`src/rtl/xgate_pkg.sv`:
```
package xgate_pkg;

    // Function codes; bit 2 selects the AND family, bit 1 the two-level form.
    typedef enum logic [2:0] {
        FN_NOR    = 3'b000,
        FN_OR     = 3'b001,
        FN_ORAND  = 3'b010,
        FN_ORNAND = 3'b011,
        FN_AND    = 3'b100,
        FN_NAND   = 3'b101,
        FN_ANDNOR = 3'b110,
        FN_ANDOR  = 3'b111
    } gfunc_e;

    localparam int unsigned NUM_GROUPS = 2;

endpackage

```
`src/rtl/xgate_group.sv`:
```
module xgate_group #(
    parameter int unsigned WIDTH_PER_GROUP = 4
) (
    input  logic [WIDTH_PER_GROUP-1:0] grp_bits,
    output logic                       any_set,
    output logic                       all_set
);
    localparam int unsigned CHAIN = WIDTH_PER_GROUP + 1;

    logic [CHAIN-1:0] or_chain;
    logic [CHAIN-1:0] and_chain;

    assign or_chain[0]  = 1'b0;
    assign and_chain[0] = 1'b1;

    for (genvar gi = 0; gi < WIDTH_PER_GROUP; gi++) begin : g_reduce
        assign or_chain[gi+1]  = or_chain[gi]  | grp_bits[gi];
        assign and_chain[gi+1] = and_chain[gi] & grp_bits[gi];
    end

    assign any_set = or_chain[CHAIN-1];
    assign all_set = and_chain[CHAIN-1];

endmodule

```
`src/rtl/xgate_merge.sv`:
```
module xgate_merge
    import xgate_pkg::*;
(
    input  logic [NUM_GROUPS-1:0] grp_any,
    input  logic [NUM_GROUPS-1:0] grp_all,
    input  logic [2:0]            sel,
    input  logic                  expand,
    output logic                  result
);
    gfunc_e fn;
    logic   sum_one;   // single-level OR path
    logic   prod_one;  // single-level AND path
    logic   prod_two;  // OR/AND path
    logic   sum_two;   // AND/OR path

    assign fn = gfunc_e'(sel);

    always_comb begin
        sum_one  = (|grp_any) | expand;
        prod_one = (&grp_all) & ~expand;
        prod_two = (&grp_any) & ~expand;
        sum_two  = (|grp_all) | expand;
        unique case (fn)
            FN_NOR:    result = ~sum_one;
            FN_OR:     result =  sum_one;
            FN_ORAND:  result =  prod_two;
            FN_ORNAND: result = ~prod_two;
            FN_AND:    result =  prod_one;
            FN_NAND:   result = ~prod_one;
            FN_ANDNOR: result = ~sum_two;
            FN_ANDOR:  result =  sum_two;
            default:   result = 1'b0;
        endcase
    end

    always_comb begin
        p_or_expand_r2: assert (!(fn == FN_OR && expand) || result)
            else $error("OR with expand high must be 1");
        p_nor_expand_r1: assert (!(fn == FN_NOR && expand) || !result)
            else $error("NOR with expand high must be 0");
        p_and_expand_r3: assert (!(fn == FN_AND && expand) || !result)
            else $error("AND with expand high must be 0");
        p_orand_empty_r5: assert (!(fn == FN_ORAND && !grp_any[0]) || !result)
            else $error("OR/AND with empty group 0 must be 0");
        p_andor_full_r8: assert (!(fn == FN_ANDOR && grp_all[1]) || result)
            else $error("AND/OR with full group 1 must be 1");
    end

endmodule

```
`src/rtl/xgate_cell.sv`:
```
module xgate_cell
    import xgate_pkg::*;
#(
    parameter int unsigned WIDTH_PER_GROUP = 4
) (
    input  logic [NUM_GROUPS*WIDTH_PER_GROUP-1:0] data_in,
    input  logic [2:0]                            sel,
    input  logic                                  expand,
    input  logic                                  drive_en,
    output logic                                  out_bit,
    output logic                                  out_en
);
    logic [NUM_GROUPS-1:0] grp_any;
    logic [NUM_GROUPS-1:0] grp_all;

    for (genvar g = 0; g < NUM_GROUPS; g++) begin : g_grp
        xgate_group #(.WIDTH_PER_GROUP(WIDTH_PER_GROUP)) u_grp (
            .grp_bits (data_in[g*WIDTH_PER_GROUP +: WIDTH_PER_GROUP]),
            .any_set  (grp_any[g]),
            .all_set  (grp_all[g])
        );
    end

    xgate_merge u_merge (
        .grp_any (grp_any),
        .grp_all (grp_all),
        .sel     (sel),
        .expand  (expand),
        .result  (out_bit)
    );

    assign out_en = drive_en;

endmodule

```
`src/rtl/xgate_pair.sv`:
```
module xgate_pair
    import xgate_pkg::*;
#(
    parameter int unsigned WIDTH_PER_GROUP = 4,
    localparam int unsigned DW = NUM_GROUPS * WIDTH_PER_GROUP
) (
    input  logic [DW-1:0] lo_data,
    input  logic [2:0]    lo_sel,
    input  logic          lo_expand,
    input  logic          lo_drive_en,
    input  logic [DW-1:0] hi_data,
    input  logic [2:0]    hi_sel,
    input  logic          hi_drive_en,
    output logic          lo_out,
    output logic          lo_out_en,
    output logic          hi_out,
    output logic          hi_out_en
);
    xgate_cell #(.WIDTH_PER_GROUP(WIDTH_PER_GROUP)) u_lo (
        .data_in  (lo_data),
        .sel      (lo_sel),
        .expand   (lo_expand),
        .drive_en (lo_drive_en),
        .out_bit  (lo_out),
        .out_en   (lo_out_en)
    );

    // The lower cell's data bit is the upper cell's expansion term.
    xgate_cell #(.WIDTH_PER_GROUP(WIDTH_PER_GROUP)) u_hi (
        .data_in  (hi_data),
        .sel      (hi_sel),
        .expand   (lo_out),
        .drive_en (hi_drive_en),
        .out_bit  (hi_out),
        .out_en   (hi_out_en)
    );

    always_comb begin
        p_cascade_nor_r11: assert (!(lo_sel == FN_OR && hi_sel == FN_NOR && (|lo_data)) || !hi_out)
            else $error("16-input NOR must be 0 when any lower bit is set");
    end

endmodule

```
`config.mk`:
```
export PLATFORM = sky130hd
export DESIGN_NAME = xgate_pair
export DESIGN_NICKNAME = d
export VERILOG_FILES = /design/src/rtl/xgate_pkg.sv /design/src/rtl/xgate_group.sv /design/src/rtl/xgate_merge.sv /design/src/rtl/xgate_cell.sv /design/src/rtl/xgate_pair.sv
export SDC_FILE = /design/constraint.sdc
export NUM_CORES = 1
export LEC_CHECK = 0
export BUFFER_PORTS_ARGS = -buffer_cell sky130_fd_sc_hd__buf_2
export CORE_AREA = 2 2 39 41
export DETAILED_ROUTE_END_ITERATION = 7
export DIE_AREA = 0 0 41 43
export PLACE_DENSITY_LB_ADDON = 0.08
export SYNTH_ARGS = -nofsm -noshare
export SYNTH_HDL_FRONTEND = slang
export SYNTH_SLANG_ARGS = --single-unit
```
`constraint.sdc`:
```
create_clock -name vclk -period 1.6
set_input_delay 0.16 -clock vclk [all_inputs]
set_output_delay 0.16 -clock vclk [all_outputs]
set_load 0.005 [all_outputs]
```
==> results of run 1 <==
Yosys cell counts:
| cell | count | area share |
|---|---|---|
| inv_1 | 1 | 0.018 |
| mux2i_1 | 1 | 0.047 |
| or4b_1 | 1 | 0.047 |
| nor3_1 | 4 | 0.095 |
| xnor2_1 | 1 | 0.041 |
| a21boi_1 | 2 | 0.071 |
| nand4b_1 | 1 | 0.041 |
| buf_4 | 2 | 0.071 |
| or4_1 | 2 | 0.071 |
| o21a_2 | 1 | 0.041 |
| o21ba_1 | 1 | 0.047 |
| nand3_1 | 2 | 0.047 |
| nand4_1 | 4 | 0.12 |
| nor4_2 | 1 | 0.059 |
| nor4_1 | 1 | 0.030 |
| o22ai_2 | 1 | 0.059 |
| nor2_1 | 3 | 0.053 |
| nor4b_1 | 1 | 0.041 |
layout by cell type (no fill, tap or decap), types with 2 or more instances in the layout:
cell / n
buf_2: 21
buf_4: 5
buf_6: 4
nand3_1: 2
nand4_1: 4
nor2_1: 3
nor3_1: 3
or4_1: 2
layer usage:
layer,up-vias,track usage
met5,-,0
met4,0,0
met3,0,0
met2,9,0.166
met1,155,0.0918
li1,179,-
cells by family (layout without fill, tap and decap cells):
family                    Yosys count  in the layout  share of synthesized area
AOI/OAI and AO/OA                   5              5                      0.219
xor gates and xnor gates            1              1                     0.0414
buffers and inverters               3             31                     0.0887
muxes                               1              1                     0.0473
and+or+nand+nor                    20             20                      0.604
layout make-up:
class              instances  area [um2]
repair buffers            30         188
inverters                  1        3.75
well taps                 16        20.0
fillers                  153         940
multi-input cells         27         233
worst max-delay path, delay by kind of cell:
family,cells,cell delay (ns)
buffers and inverters,2,0.19
muxes,1,0.17
and+or+nand+nor,2,0.70
AOI/OAI and AO/OA,2,0.24
xor gates and xnor gates,1,0.14
repair_timing:
item | CTS | global route
buffers inserted | 1 | 0
setup endpoints to repair | 2 | 2
pin swaps | 0 | 4
gates resized for setup | 6 | 5
hold buffers | 0 | 0
worst paths after layout:
path | slack, ns | startpoint | cells past startpoint | to
worst min-delay path | 0.32 | lo_drive_en | 0 | lo_out_en
worst max-delay path | -0.19 | lo_data[2] | 8 | hi_out
metrics by stage:
stage          utilization  hold slack (ns)  cells  total power, uW
2_1_floorplan            -            0.380     30             29.8
3_3_place_gp         0.269            0.320     73             76.2
3_5_place_dp         0.269            0.320     73             75.6
4_1_cts              0.300            0.320     74             86.0
5_1_grt              0.321            0.320     74              101
6_report             0.321            0.320     74             91.9
power by group through the flow:
stage | registers, uW | clock network (uW) | logic (uW)
3_5_place_dp | 0 | 0 | 75.6
3_3_place_gp | 0 | 0 | 76.2
5_1_grt | 0 | 0 | 101
4_1_cts | 0 | 0 | 86.0
2_1_floorplan | 0 | 0 | 29.8
6_report | 0 | 0 | 91.9
==> metrics, run 1 <==
worst-margin pin slew between 0.3 and 0.4 ns; CP startpoint kind input pin; Clk pwr share 0; RSZ-0062 raised after global routing yes; Mapped Area ~210 um2; uppermost layer routed met3; Reg power frac 0; CP Data Required Time between 1 and 1.5 ns; CP Max Fanout 2; Die H approximately 43 um; worst slack at placement -0.169 ns; Register Area 0 um2; DRT iter0 DRCs 2; failing checks setup timing; antenna violation net count after detailed routing 0; critical path class in2out; Post-Synthesis Cells 30; Critical Path AT about 1.6 ns; met2 wire length around 450 um; initial cell density of the core 0.153; HPWL Detailed between 500 and 600 um; Clock Buffer Count 0; Worst slew margin 0.778; Final nets 85; Max Fclk between 500 and 600 MHz; final WL around 770 um; ant diodes 0; syn avg cell area approximately 7.0 um2; syn_nets between 50 and 60; P per Cell Area 207 nW/um2; grt total ovfl 0; GR Util All Layers 0.0819; Switching Power between 30 and 40 uW; DRC viols 0; Slowest Stage Delay on Critical Path 0.57 ns; largest net degree at the start of global routing 4; Via Count 343; worst path cell trace buf_6 -> nand4_1 -> or4b_4 -> mux2i_4 -> o21a_2 -> o22ai_2 -> xnor2_1 -> buf_2; chip width 41 um; die area between 1500 and 2000 um2; Synth-to-Final Area Change 110%; endpoints failing hold 0; first-pass GRT wire length between 1000 and 1500 um; setup TNS -0.202 ns; Slowest-stage cell, CP or4b_4; Port Buffers 25; DRT Pass-1 Iters 3; YS warnings 0; layout cell share with drive strength beyond 1 0.655; period utilisation layout 1.12; Rows 14; core area 1380 um2; min cycle time layout 1.79 ns; sw frac 0.412; antenna violations before repair 0; Seq/Total Area, Yosys 0; Lkg Pwr between 0.00015 and 0.0002 uW; Internal 54.0 uW; sequential cell count 0; Comb power frac 1.000; run status finished, violations left; Wirelength per Cell between 10 and 15 um; Max Slew Vio Count 0; Yosys cell types 18; Routed met1 length 279 um; Peak supply drop between 0.07 and 0.08 mV; number of global-route vias before repair 321; nature of the critical path endpoint output pin; Hold WC Path Type in2out; Placed Area roughly 370 um2; final worst slack -0.187 ns; final instance area ~440 um2; endpoints failing setup 2; DR vias/cell ~4.6; io pins 29; GP Congestion about 0.66; wire length on met3 38 um; MaxCap Viol Count 0
Note: power is estimated with default switching activity, not from simulation.
==> run 2, diff against run 1 <==
--- a/config.mk
+++ b/config.mk
@@ -9,7 +9,6 @@
 export CORE_AREA = 2 2 39 41
 export DETAILED_ROUTE_END_ITERATION = 7
 export DIE_AREA = 0 0 41 43
-export PLACE_DENSITY_LB_ADDON = 0.08
 export SYNTH_ARGS = -nofsm -noshare
 export SYNTH_HDL_FRONTEND = slang
 export SYNTH_SLANG_ARGS = --single-unit
==> run 2 against run 1 <==
Against the previous run:
- the flow still finishes with violations (setup timing)
- final cell count stayed put
- flip-flop and latch count stayed put
- largest power group unchanged
- non-clock buffer count stayed put
- highest routed layer unchanged
- sequential share of layout area stayed put
- worst hold slack stayed put
- via count is 2.3% higher
- power is 3.8% lower
- global-route usage is 1.6 points lower
==> metrics, run 2 (same netlist as run 1, synthesis figures left out) <==
run status finished, violations left; failing checks setup timing; P per Cell Area a little over 200 nW/um2; Crit path max-delay family compound AO/OA/AOI/OAI gates; nature of the critical path endpoint output pin; io pins 29; Switching Power 35.0 uW; sw frac 0.396; die area around 1800 um2; critical path class in2out; period utilisation layout 1.06; Slowest Stage Delay on Critical Path approximately 0.27 ns; MaxCap Viol Count 0; Critical Path Most Common Cell buf_2; Peak supply drop between 0.06 and 0.07 mV; largest net degree at the start of global routing 4; Hold WC Path Type in2out; Worst slew margin 0.833; Die H around 43 um; layout cell share with drive strength beyond 1 0.621; CP Max Fanout 2; sequential cell count 0; final WL roughly 610 um; first-pass GRT wire length 890 um; Max Slew Vio Count 0; dpl cells 74; worst-margin pin slew around 0.25 ns; initial cell density of the core 0.153; DR vias/cell between 4 and 5; endpoints failing setup 1; hold buffers post-CTS 0; final instance area about 430 um2; Comb power frac 1.000; Internal between 50 and 60 uW; CP startpoint kind input pin; worst slack at placement -0.138 ns; Final nets 85; Slowest-stage cell, CP nor4_4; GP Congestion ~0.6; endpoints failing hold 0; DRC viols 0; Lkg Pwr between 0.00015 and 0.0002 uW; antenna violation net count after detailed routing 0; worst path cell trace buf_2 -> nor4_4 -> a21boi_1 -> o21ba_1 -> o21a_2 -> o22ai_2 -> xnor2_1 -> buf_2; Placed Area between 300 and 400 um2; Worst Path Buf+Inv 2; Wirelength per Cell around 8.2 um; min cycle time layout 1.69 ns; grt total ovfl 0; Register Area 0 um2; DRT Pass-1 Iters 2; setup TNS -0.0939 ns; chip width about 41 um; HPWL Detailed around 550 um; antenna violations before repair 0; Rows 14; core area roughly 1400 um2; DRT iter0 DRCs 1; post-layout util 0.314; Via Count approximately 350; Synth-to-Final Area Change 105%; Reg power frac 0; Clock Buffer Count 0; RSZ-0062 raised after global routing yes; most frequent cells in the layout 21 x buf_2, 5 x buf_4, 4 x nand4_1, 4 x buf_6; GR Util All Layers 0.0659; CP Data Required Time 1.44 ns; most common cell after layout, fill and taps aside buf_2; Finished Layout Cells 74; final worst slack -0.0939 ns; ant diodes 0; Max Fclk ~590 MHz; number of global-route vias before repair 291; Clk pwr share 0; Port Buffers 25; Critical Path AT between 1.5 and 2 ns
==> run 2: worst paths after layout <==
path / end / depth (start not counted) / slack (ns) / from
worst max-delay path: hi_out / 8 / -0.09 / lo_data[6]
worst min-delay path: hi_out_en / 0 / 0.32 / hi_drive_en
==> run 2: layer usage <==
metal  vias to the layer above  wire length [um]  share of wire  GRT usage
li1                        180                 -              -          -
met1                       152               213           0.35     0.0601
met2                        19               315           0.52      0.138
met3                         0                77           0.13     0.0157
met4                         0                 0              0          0
met5                         -                 0              0          0
==> run 2: final cells by class <==
type	count	area [um2]
timing repair buffer	30	188
multi-input combinational	27	223
fill	155	950
tap	16	20.0
inverter	1	3.75
==> run 2: power groups by stage <==
stage,clock network (uW),registers [uW],logic [uW]
4_1_cts,0,0,76.7
6_report,0,0,88.4
3_3_place_gp,0,0,74.5
2_1_floorplan,0,0,29.8
3_5_place_dp,0,0,76.4
5_1_grt,0,0,97.9
==> run 2: timing repair <==
| action | 4_1_cts | 5_1_grt |
|---|---|---|
| setup buffers | 0 | 0 |
| setup endpoints to repair | 1 | 2 |
| resized for setup | 0 | 9 |
| pin swaps | 0 | 2 |
==> run 2: per-stage QoR <==
| stage | hold WS, ns | power [uW] |
|---|---|---|
| 2_1_floorplan | 0.380 | 29.8 |
| 3_3_place_gp | 0.320 | 74.5 |
| 3_5_place_dp | 0.320 | 76.4 |
| 4_1_cts | 0.320 | 76.7 |
| 5_1_grt | 0.320 | 97.9 |
| 6_report | 0.320 | 88.4 |
==> run 3, diff against run 2 <==
--- a/config.mk
+++ b/config.mk
@@ -9,6 +9,7 @@
 export CORE_AREA = 2 2 39 41
 export DETAILED_ROUTE_END_ITERATION = 7
 export DIE_AREA = 0 0 41 43
+export PLACE_DENSITY_LB_ADDON = 0.2
 export SYNTH_ARGS = -nofsm -noshare
 export SYNTH_HDL_FRONTEND = slang
 export SYNTH_SLANG_ARGS = --single-unit
==> run 3 against run 2 <==
Against the previous run:
- the flow still finishes with violations (setup timing)
- design area rose by 9.2%
- first-iteration DRC count fell by 100%
- die area did not move
- final cell count rose by 5.4%
- worst hold slack did not move
- combinational power rose by 13%
- critical path depth rose by 1
- largest cell class unchanged
==> metrics, run 3 (same netlist as run 1, synthesis figures left out) <==
DR vias/cell 4.76; Register Area 0 um2; nature of the critical path endpoint output pin; min cycle time layout around 1.7 ns; final worst slack -0.107 ns; first-pass GRT wire length around 1100 um; Hold WC Path Type in2out; Clock Buffer Count 0; die area 1760 um2; Max Slew Vio Count 0; Critical Path AT 1.55 ns; Die H about 43 um; Multi-input gate area around 230 um2; Final nets ~90; GP Congestion about 0.65; CP startpoint kind input pin; hold buffers post-CTS 0; antenna violations before repair 0; Max Fclk slightly below 600 MHz; most common cell after layout, fill and taps aside buf_2; most frequent cells in the layout 21 x buf_2, 9 x buf_4, 4 x nand4_1; worst slack at placement -0.179 ns; initial cell density of the core 0.153; Rows 14; Via Count roughly 370; layer with the highest usage met2; setup TNS -0.107 ns; CP Data Required Time roughly 1.4 ns; endpoints failing setup 1; final WL roughly 770 um; failing checks setup timing; core area around 1400 um2; DRT iter0 DRCs 0; chip width 41 um; critical path class in2out; ant diodes 0; Synth-to-Final Area Change 124%; Lkg Pwr about 0.00022 uW; CP Max Fanout 2; Worst slew margin 0.789; period utilisation layout 1.07; Wirelength per Cell around 9.8 um; DRC viols 0; grt total ovfl 0; fill cell total of the finished layout 156; worst-margin pin slew about 0.31 ns; MaxCap Viol Count 0; endpoints failing hold 0; number of global-route vias before repair about 330; largest net degree at the start of global routing 4; sequential cell count 0; antenna violation net count after detailed routing 0; Port Buffers 25; RSZ-0062 raised after global routing yes; run status finished, violations left; met1 GRT Util 0.0823; P per Cell Area 211 nW/um2; met3 GRT Util 0.00524; io pins 29; HPWL Detailed 622 um; DRT Pass-1 Iters 1; met2 Usage GRT 0.178; layout cell share with drive strength beyond 1 0.645; Peak supply drop 0.0550 mV; GR Util All Layers 0.0839
-- run 3: metrics by stage --
stage                     hold slack, ns  power (uW)   util  cells  area (um2)
after floorplan                    0.380        29.8      -     30         211
after global placement             0.320        79.0  0.279     75         387
after detailed placement           0.320        80.1  0.279     75         387
after CTS                          0.320        92.1  0.317     76         439
after global routing               0.320         110  0.343     78         474
final                              0.320        99.9  0.343     78         474
-- run 3: layout make-up --
cell class                 count  area share
multi-input combinational     27       0.475
timing repair buffer          34       0.475
tap                           16      0.0422
inverter                       1     0.00792
-- run 3: power breakdown --
| part | internal [uW] | switching, uW | total (uW) |
|---|---|---|---|
| Sequential | 0 | 0 | 0 |
| Combinational | 60.5 | 39.4 | 99.9 |
| Clock | 0 | 0 | 0 |
| Total | 60.5 | 39.4 | 99.9 |
-- run 3: timing repair --
action / in CTS / in global routing
resized for setup: 7 / 4
hold endpoints to repair: 0 / 0
setup endpoints to repair: 2 / 2
setup buffers: 1 / 2
pin swaps: 2 / 3
cloned: 0 / 0
-- run 3: per-layer routing --
layer,part of all wire,vias up
met2,0.47,24
met1,0.40,157
met3,0.13,0
met4,0,0
met5,0,-
li1,-,190
-- run 3: final timing paths --
kind / cells past startpoint / from / to
hold / removal: 0 / lo_drive_en / lo_out_en
setup / recovery: 9 / lo_data[3] / hi_out
-- run 3: worst max-delay path, cell delays in order --
cell,delay [ns]
buf_6,0.10
nor4_4,0.25
buf_4,0.16
nor4b_1,0.05
o21ba_1,0.19
o21a_2,0.23
o22ai_2,0.17
xnor2_1,0.12
buf_2,0.13
